<file path="src/rtl/rxf_pkg.sv">
package rxf_pkg;

  // configuration bit positions
  localparam int CFG_BCAST_BIT   = 2;
  localparam int CFG_MCAST_BIT   = 3;
  localparam int CFG_PROMISC_BIT = 4;

  // status byte codes
  localparam logic [7:0] STAT_RX_OK = 8'h01;
  localparam logic [7:0] STAT_GROUP = 8'h20;

  typedef enum logic [1:0] {
    DST_UNICAST = 2'd0,
    DST_MULTI   = 2'd1,
    DST_BCAST   = 2'd2
  } dst_kind_e;

endpackage

</file>
<file path="src/rtl/rxf_addr_capture.sv">
module rxf_addr_capture #(
  parameter int ADDR_BYTES = 6
) (
  input  logic                    clk,
  input  logic                    rst,
  input  logic                    start,
  input  logic                    byte_valid,
  input  logic [7:0]              byte_data,
  output logic [8*ADDR_BYTES-1:0] addr_o,
  output logic                    complete_o
);
  localparam int CW = $clog2(ADDR_BYTES + 1);

  logic [CW-1:0] cnt_q;
  logic          take;

  assign take = byte_valid && !start && (cnt_q < CW'(ADDR_BYTES));

  always_ff @(posedge clk) begin
    if (rst || start) begin
      cnt_q      <= '0;
      complete_o <= 1'b0;
    end else begin
      complete_o <= take && (cnt_q == CW'(ADDR_BYTES - 1));
      if (take) cnt_q <= cnt_q + 1'b1;
    end
  end

  for (genvar g = 0; g < ADDR_BYTES; g++) begin : g_byte
    always_ff @(posedge clk) begin
      if (rst)
        addr_o[g*8 +: 8] <= '0;
      else if (take && cnt_q == CW'(g))
        addr_o[g*8 +: 8] <= byte_data;
    end
  end

endmodule

</file>
<file path="src/rtl/rxf_hash_serial.sv">
module rxf_hash_serial #(
  parameter int          ADDR_BITS = 48,
  parameter int          CRC_W     = 32,
  parameter logic [31:0] CRC_POLY  = 32'h04C11DB6,
  parameter int          HASH_BITS = 6
) (
  input  logic                 clk,
  input  logic                 rst,
  input  logic                 abort,
  input  logic                 load,
  input  logic [ADDR_BITS-1:0] addr_i,
  output logic [HASH_BITS-1:0] idx_o,
  output logic                 fin_o
);
  localparam int BCW = $clog2(ADDR_BITS);
  localparam logic [BCW-1:0] LAST = BCW'(ADDR_BITS - 1);

  logic [CRC_W-1:0]     crc_q, crc_nxt, crc_shl;
  logic [ADDR_BITS-1:0] sh_q;
  logic [BCW-1:0]       bit_q;
  logic                 busy_q;
  logic                 fb;

  always_comb begin
    fb      = crc_q[CRC_W-1] ^ sh_q[0];
    crc_shl = crc_q << 1;
    crc_nxt = fb ? ((crc_shl ^ CRC_POLY[CRC_W-1:0]) | CRC_W'(1)) : crc_shl;
  end

  always_ff @(posedge clk) begin
    if (rst || abort) begin
      crc_q  <= '1;
      sh_q   <= '0;
      bit_q  <= '0;
      busy_q <= 1'b0;
      fin_o  <= 1'b0;
    end else begin
      fin_o <= 1'b0;
      if (load) begin
        crc_q  <= '1;
        sh_q   <= addr_i;
        bit_q  <= '0;
        busy_q <= 1'b1;
      end else if (busy_q) begin
        crc_q <= crc_nxt;
        sh_q  <= sh_q >> 1;
        bit_q <= bit_q + 1'b1;
        if (bit_q == LAST) begin
          busy_q <= 1'b0;
          fin_o  <= 1'b1;
        end
      end
    end
  end

  assign idx_o = crc_q[CRC_W-1 -: HASH_BITS];

endmodule

</file>
<file path="src/rtl/rxf_decide.sv">
module rxf_decide
  import rxf_pkg::*;
#(
  parameter int ADDR_BYTES = 6,
  parameter int HASH_BITS  = 6
) (
  input  logic                       clk,
  input  logic                       rst,
  input  logic                       abort,
  input  logic                       fin,
  input  logic [8*ADDR_BYTES-1:0]    addr_i,
  input  logic [8*ADDR_BYTES-1:0]    station_i,
  input  logic [7:0]                 cfg_i,
  input  logic [(1<<HASH_BITS)-1:0]  mask_i,
  input  logic [HASH_BITS-1:0]       idx_i,
  output logic                       done_o,
  output logic                       accept_o,
  output logic                       group_o,
  output logic [7:0]                 status_o
);
  dst_kind_e kind;
  logic      accept_c;

  always_comb begin
    if (&addr_i)        kind = DST_BCAST;
    else if (addr_i[0]) kind = DST_MULTI;
    else                kind = DST_UNICAST;

    unique case (kind)
      DST_BCAST: accept_c = cfg_i[CFG_BCAST_BIT];
      DST_MULTI: accept_c = cfg_i[CFG_MCAST_BIT] && mask_i[idx_i];
      default:   accept_c = (addr_i == station_i);
    endcase
    if (cfg_i[CFG_PROMISC_BIT]) accept_c = 1'b1;
  end

  always_ff @(posedge clk) begin
    if (rst) begin
      done_o   <= 1'b0;
      accept_o <= 1'b0;
      group_o  <= 1'b0;
      status_o <= '0;
    end else begin
      done_o <= fin && !abort;
      if (fin && !abort) begin
        accept_o <= accept_c;
        group_o  <= (kind != DST_UNICAST);
        status_o <= STAT_RX_OK | ((kind != DST_UNICAST) ? STAT_GROUP : 8'h00);
      end
    end
  end

endmodule

</file>
<file path="src/rtl/rx_addr_filter.sv">
module rx_addr_filter #(
  parameter int          ADDR_BYTES = 6,
  parameter int          HASH_BITS  = 6,
  parameter logic [31:0] CRC_POLY   = 32'h04C11DB6
) (
  input  logic                      clk,
  input  logic                      rst,
  input  logic                      start,
  input  logic                      byte_valid,
  input  logic [7:0]                byte_data,
  input  logic [7:0]                rx_cfg,
  input  logic [8*ADDR_BYTES-1:0]   station_addr,
  input  logic [(1<<HASH_BITS)-1:0] mcast_mask,
  output logic                      done,
  output logic                      accept,
  output logic                      group_flag,
  output logic [7:0]                rx_status
);
  localparam int ADDR_BITS = 8 * ADDR_BYTES;

  logic [ADDR_BITS-1:0] cap_addr;
  logic                 cap_full;
  logic [HASH_BITS-1:0] hash_idx;
  logic                 hash_fin;

  rxf_addr_capture #(.ADDR_BYTES(ADDR_BYTES)) i_cap (
    .clk(clk), .rst(rst), .start(start),
    .byte_valid(byte_valid), .byte_data(byte_data),
    .addr_o(cap_addr), .complete_o(cap_full)
  );

  rxf_hash_serial #(
    .ADDR_BITS(ADDR_BITS), .CRC_W(32), .CRC_POLY(CRC_POLY), .HASH_BITS(HASH_BITS)
  ) i_hash (
    .clk(clk), .rst(rst), .abort(start), .load(cap_full),
    .addr_i(cap_addr), .idx_o(hash_idx), .fin_o(hash_fin)
  );

  rxf_decide #(.ADDR_BYTES(ADDR_BYTES), .HASH_BITS(HASH_BITS)) i_dec (
    .clk(clk), .rst(rst), .abort(start), .fin(hash_fin),
    .addr_i(cap_addr), .station_i(station_addr), .cfg_i(rx_cfg),
    .mask_i(mcast_mask), .idx_i(hash_idx),
    .done_o(done), .accept_o(accept), .group_o(group_flag), .status_o(rx_status)
  );

endmodule

</file>
<file path="config.mk">
export PLATFORM = sky130hd
export DESIGN_NAME = rx_addr_filter
export DESIGN_NICKNAME = d
export VERILOG_FILES = /design/src/rtl/rxf_pkg.sv /design/src/rtl/rxf_addr_capture.sv /design/src/rtl/rxf_hash_serial.sv /design/src/rtl/rxf_decide.sv /design/src/rtl/rx_addr_filter.sv
export SDC_FILE = /design/constraint.sdc
export NUM_CORES = 1
export LEC_CHECK = 0
export CORE_ASPECT_RATIO = 1.5
export CORE_MARGIN = 2
export CORE_UTILIZATION = 50
export CTS_BUF_LIST = sky130_fd_sc_hd__clkbuf_8
export DETAILED_ROUTE_END_ITERATION = 7
export GPL_TIMING_DRIVEN = 0
export HOLD_SLACK_MARGIN = 0.02
export PLACE_DENSITY = 0.77
export SLEW_MARGIN = 0
export SYNTH_ARGS = -nofsm -noshare
export SYNTH_HDL_FRONTEND = slang
export SYNTH_SLANG_ARGS = --single-unit
</file>
<file path="constraint.sdc">
create_clock -name clk -period 2.4 [get_ports clk]
set_input_delay 0.24 -clock clk [delete_from_list [all_inputs] [get_ports clk]]
set_output_delay 0.24 -clock clk [all_outputs]
set_load 0.01 [all_outputs]
</file>
Yosys cells after proc, flatten, opt, wreduce, memory -nomap -nowiden
Cells that the tools add are included.
{"block": "totals", "reg_bits": 151, "inputBits": 132, "word_cells": 65}
{"block": "classes", "bitwise": 3, "addsub": 2, "eq_ne": 9, "n_lt_le_gt_ge": 2, "n_reduce_logical": 18, "muxes": 14}
{"op": "48-bit two-way mux", "count": 2}
{"op": "48-bit equality test", "count": 1}
{"op": "48-bit AND reduction", "count": 1}
{"op": "27-bit two-way mux", "count": 1}
{"op": "13-bit NOT", "count": 1}
{"op": "1-bit logical AND", "count": 10}
{"op": "6-bit by 7-bit less-than comparator with 1-bit output (second input constant)", "count": 1}
{"op": "1-bit two-way mux", "count": 7}
{"op": "6-bit by 1-bit adder with 6-bit output (second input constant)", "count": 1}
{"op": "1-bit binary-select mux with 6-bit select", "count": 1}
{"op": "3-bit by 2-bit equality test with 1-bit output (second input constant)", "count": 2}
{"op": "3-bit equality test (second input constant)", "count": 2}
{"op": "6-bit equality test (second input constant)", "count": 1}
{"op": "6-bit two-way mux", "count": 1}
{"op": "2-bit nonzero test", "count": 2}
{"op": "3-bit by 1-bit adder with 3-bit output (second input constant)", "count": 1}
{"op": "3-bit by 1-bit equality test with 1-bit output (second input constant)", "count": 1}
{"op": "3-bit logical NOT", "count": 1}
{"op": "3-bit less-than comparator (second input constant)", "count": 1}
{"op": "3-bit OR reduction", "count": 1}
{"op": "2-bit by 1-bit equality test with 1-bit output (second input constant)", "count": 1}
{"op": "2-bit equality test (second input constant)", "count": 1}
{"op": "2-bit two-way mux", "count": 1}
{"op": "1-bit case mux with 2 select lines", "count": 1}
{"op": "5 further kinds", "count": 5}

Logic depth before layout (Yosys ltp)
{"block": "depth", "word_depth": 5, "mapped_depth": 8, "ltp_nobuf": 6}

Cells and area by module
Synthesis repeated with hierarchy kept, for this count alone.
{"block": "hier_totals", "hier_cells": 762, "hier_area_um2": 7359.6}
{"module": "rxf_hash_serial", "seq_area_each_um2": 1761.7, "area_each_um2": 3808.7, "cells_per_inst": 423, "n_inst": 1}
{"module": "rxf_addr_capture", "seq_area_each_um2": 1041.0, "area_each_um2": 2152.1, "cells_per_inst": 195, "n_inst": 1}
{"module": "rxf_decide", "seq_area_each_um2": 80.1, "area_each_um2": 1398.8, "cells_per_inst": 144, "n_inst": 1}

Worst setup path after synthesis
No wires, ideal clock.
{"block": "synth_path", "kind": "register to register", "from": "register i_hash.crc_q[26]", "to": "register i_dec.accept_o", "stages_incl_launch_ff": 8, "path_buffers": 1, "setup_ns": 0.129, "setup_slack_ns": 0.615, "required_time_ns": 2.271, "arrival_ns": 1.656, "cell_sequence": "dfxtp_1 buf_6 mux4_2 nor2b_4 a2111oi_4 nor3_1 a2bb2oi_2 o32ai_1"}
{"block": "synth_between", "elab_chain_cells": 5}
{"element": "start: declaration", "line": "rxf_hash_serial.sv:18", "source": "logic [CRC_W-1:0] crc_q, crc_nxt, crc_shl;"}
{"element": "start signal: assignment", "line": "rxf_hash_serial.sv:45", "source": "crc_q <= crc_nxt;"}
{"element": "1-bit binary-select mux with 6-bit select", "line": "rxf_decide.sv:31", "source": "DST_MULTI: accept_c = cfg_i[CFG_MCAST_BIT] && mask_i[idx_i];"}
{"element": "1-bit two-way mux (not written as such)", "line": "rxf_decide.sv:31"}
{"element": "1-bit logical AND", "line": "rxf_decide.sv:31"}
{"element": "1-bit case mux with 2 select lines", "line": "rxf_decide.sv:29", "source": "unique case (kind)"}
{"element": "1-bit two-way mux", "line": "rxf_decide.sv:34", "source": "if (cfg_i[CFG_PROMISC_BIT]) accept_c = 1'b1;"}
{"element": "end signal: assignment", "line": "rxf_decide.sv:46", "source": "accept_o <= accept_c;"}
{"element": "end: declaration", "line": "rxf_decide.sv:17", "source": "output logic accept_o,"}
Every way passes these cells. The select of a mux whose other input is x is not followed.
A chain may end at the register's enable or synchronous reset.

Worst setup path in the final report
{"block": "layout_path", "from": "register i_cap.addr_o[46]", "to": "register i_dec.accept_o"}
{"block": "layout_between", "elab_chain_cells": 5}
{"element": "start: declaration", "line": "rxf_addr_capture.sv:9", "source": "output logic [8*ADDR_BYTES-1:0] addr_o,"}
{"element": "start signal: indexed assignment", "line": "rxf_addr_capture.sv:34", "source": "addr_o[g*8 +: 8] <= byte_data;"}
{"element": "48-bit AND reduction", "line": "rxf_decide.sv:25", "source": "if (&addr_i) kind = DST_BCAST;"}
{"element": "2-bit two-way mux", "line": "rxf_decide.sv:25"}
{"element": "2-bit by 1-bit equality test with 1-bit output or 2-bit equality test (tied branches)", "line": "rxf_decide.sv:29"}
{"element": "1-bit case mux with 2 select lines (*)", "line": "rxf_decide.sv:29"}
{"element": "1-bit two-way mux (*)", "line": "rxf_decide.sv:34"}
Mark *: on every way between the ends. The rest lies on a longest branch, timed or not.

==> summary.md <==
The post-synthesis xor/xnor area fraction is 8.27%. Maximum clock path buffer count: 2. By count the netlist is led by dfxtp_1 (144), nor2_1 (135), nand2_1 (104), mux2i_1 (92), a21oi_1 (78). Setup repair after global routing left no endpoint under its margin.

TritonCTS built the clock tree. The tools report the cell-internal power as 3.58 mW. For the share of power burned in the clock network, the log shows 40.2%. The wire length after detailed routing was 20.2 mm; the share of cells above drive strength 1 was 7.58%. The part of the cycle the worst path needs is 92.5%. The clock-pin transition on the worst setup and hold timing paths works out to 90 ps. The portion of synthesized area spent on multiplexers is 18.6%. The count of buffers inserted at the top-level ports came out at 130. The worst setup path is of the reg2reg kind. For the number of different library cells in the post-synthesis netlist, the log shows 38. The run gives 11.1 ps as the maximum clock skew at final layout. Summing the areas of all compound-gate instances in the mapped netlist gives 8.29% of the synthesized area. The boundary pin count was 143; the switching part of the total was 24.5%. By area, the combinational part of the netlist is dominated by multiplexers.

For the residual antenna-violating net count after detailed routing, the log shows 0. The tools report the iteration-0 DRC count of the detailed router as 373. The via count of the first global-routing pass was 6,250. The worst setup path startpoint was i_cap.addr_o[46]. For this design the total switching power over the nets is 1.16 mW.

The area growth from synthesis to layout is 27.4%. In this run the worst path has a maximum fanout of 4. The post-synthesis sequential area ratio was 41.2%.

Summed over all cells, the static leakage comes to 3.38 nW. The wire length of the first global-routing pass was 31.7 mm; the placer's final routability congestion estimate was 0.996. The tools report the startpoint of the most critical register-to-register path as i_cap.addr_o[46]. The logs give 8510 sq um for the cell area reported after detailed placement and 15,000 sq um for the full die area. The Yosys step of the flow raised 0 warnings.

The via-per-instance ratio is 5.57, and the total of hold buffers inserted after clock tree synthesis is 0. Kind of start point of the critical path: a flop. The floorplan step set the die width to 101 microns.

For the largest net degree at the start of global routing, the log shows 17. Among all flip-flop cells after synthesis, the most frequent one is dfxtp_1. The initial utilization of the core area, before any placement, comes to 51.4%.

Including well taps, the total number of placed cells is 1,094. For the worst IR drop on VDD, the log shows 0.365 mV. For this run, design rule violations remaining after detail routing come to 0. Leaving out filler cells and counting taps, the final layout contains 1,125.

Clock tree synthesis selected as its root buffer the cell clkbuf_8. The flow ran to the end, and the final reports show no timing, DRC or antenna violations. Combinational logic burns 8.8% of the power.

In this run, synthesis produced a sequential element count of 144. In this run the most critical hold path is launched from rst. After the last flow step, the layout net total stands at 1,089. Dividing total power by cell area gives a power density of 532 nW/um^2. In the synthesized netlist the async set-or-reset flop fraction comes to 0%. The largest total area in the synthesized netlist belongs to dfxtp_1. The number of synthesized flops with an enable pin is 0, and the count of TritonRoute iterations in the first routing pass is 6. The total area inside the core boundary comes to 13,600 sq um.

Leading cell type by number of instances after synthesis: dfxtp_1. The path type of the worst min-delay path is in2reg. At the worst endpoint, the required time is 2760 ps. The logs give 0 for the hold violation count in the final report and 0 for the initial antenna violation count.

Subtracting the final worst setup slack from the clock period gives 2220 ps. Measured against its own limit, the worst slew margin works out to 46.3%. The post-synthesis instance total came out at 797.

At the pin with the least slew margin, the transition time is 805 ps. For the final routed database, the setup TNS stands at 0 ps. Summed over all layers, the global routing overflow is 0. The netlist area before placement was 6990 sq um; the final design area excluding fillers was 8910 sq um. The area fraction in and, or, nand and nor cells after synthesis was 18.1%. The fraction of the mapped netlist area in adder cells came out at 1.07%.

The kind of end point of the critical path is a flop. Across every metal layer, demand over resource in global routing totals 27.7%. By area the synthesized netlist is led by dfxtp_1 (41%), mux2i_1 (13%), nor2_1 (7.2%).

The number of clock sinks was 144. Row generation in the floorplan step produced 52 rows. Setup violations remaining at the end of the flow were counted as 0.

The logs give 0 for the number of max-slew violations in the final report and 0 for the number of instances resized during post-cts repair. For this run, the top clock speed supported by timing is 0.450 GHz. Of the post-synthesis cell area, the dominant cell type holds 41.2%. A synthesized cell averages 8.77 sq um. In this run, CTS created clock tree buffers numbering 17.

Post-CTS timing repair inserted 0 buffers for setup. From bottom edge to top edge, the die measures 149 microns. The sum of internal, switching and leakage power was 4.74 mW.

The later pin in the worst-skew pair is clocked with a latency of 450 ps. The count of maximum capacitance violations came out at 0. Sequential cells account for 50.9% of the total power. After detailed routing, the average wire length per cell comes to 18.0 microns.

The logs give 9.35 ps for the minimum setup slack after placement and 0 for the antenna diode count. The tools report the number of vias after detailed routing as 6,268. For the least setup slack across all paths after layout, the log shows 180 ps.

Data on the critical path arrives at its endpoint at 2580 ps. After legalization and detailed placement, the total HPWL measured 15.6 mm. The tools report the deepest level of the CTS H-tree as 4.
==> critical path, stage by stage, from the launching register on <==
cell and delay [ps]:
dfxtp_1 500, xor2_1 170, nor4_1 610, nand4_1 230
nor3_1 230, a2111oi_0 140, o32ai_1 240
==> registers in the layout (all words and copies together) (netlist names) <==
signal            flops
i_cap.addr_o         48
i_cap.cnt_q           3
i_cap.complete_o      1
i_dec.accept_o        1
i_dec.done_o          1
i_dec.status_o        2
i_hash.bit_q          6
i_hash.busy_q         1
i_hash.crc_q         32
i_hash.fin_o          1
i_hash.sh_q          48
==> final timing paths <==
check,depth (start not counted),slack (ps),to
setup / recovery,6,180,i_dec.accept_o
hold / removal,2,440,i_dec.accept_o
setup reg to reg,6,180,i_dec.accept_o
hold reg to reg,2,480,i_hash.crc_q[19]
==> area by class of cell <==
class | count | area [sq um]
inverter | 9 | 33.8
clock buffer | 17 | 234
fill | 1159 | 4690
multi-input combinational | 592 | 3820
buffer | 57 | 270
clock inverter | 14 | 158
sequential | 144 | 2880
tap | 162 | 203
timing repair buffer | 130 | 1300
==> power by group through the flow <==
stage / sequential, mW / combinational (mW) / clock (mW)
global placement: 2.47 / 0.408 / 0
CTS: 2.41 / 0.416 / 1.92
detailed placement: 2.47 / 0.415 / 0
finish: 2.41 / 0.418 / 1.91
floorplan: 2.46 / 0.138 / 0
global route: 2.41 / 0.443 / 2.02
==> layout by cell type, fill, tap and decap left out, types with 7 or more instances in the layout <==
cell type          n
a21oi_1           78
buf_1             13
buf_2              9
buf_4             10
clkbuf_1          24
clkbuf_8          17
clkdlybuf4s50_1  130
dfxtp_1          144
inv_1              9
mux2i_1           92
mux4_2            16
nand2_1          104
nand4_1           20
nor2_1           135
nor3_1             7
nor4_1            13
o21ai_0           20
xnor2_1           28
xor2_1            38
==> kinds of logic (layout without fill, tap and decap cells) <==
family,after synthesis,after routing
simple gates,298,298
flops,144,144
mux,110,110
compound gates,106,106
xor+xnor,66,66
buf+inv,66,227
fa+ha+maj,6,6
other cells,1,6
==> per-layer routing <==
layer | GRT usage, % | up-vias | part of all wire (%)
met5 | 0 | - | 0
met4 | 18.2 | 0 | 6.8
met3 | 6.09 | 85 | 7.2
met2 | 49.7 | 286 | 50
met1 | 28.4 | 2893 | 36
li1 | - | 3004 | -
==> stage by stage <==
step	hold WS, ps	utilization, %
4_1_cts	433	65.5
5_1_grt	447	65.5
6_report	441	65.5
3_5_place_dp	459	62.6
2_1_floorplan	376	-
3_3_place_gp	455	62.6
Power figures use the tool's default switching activity.
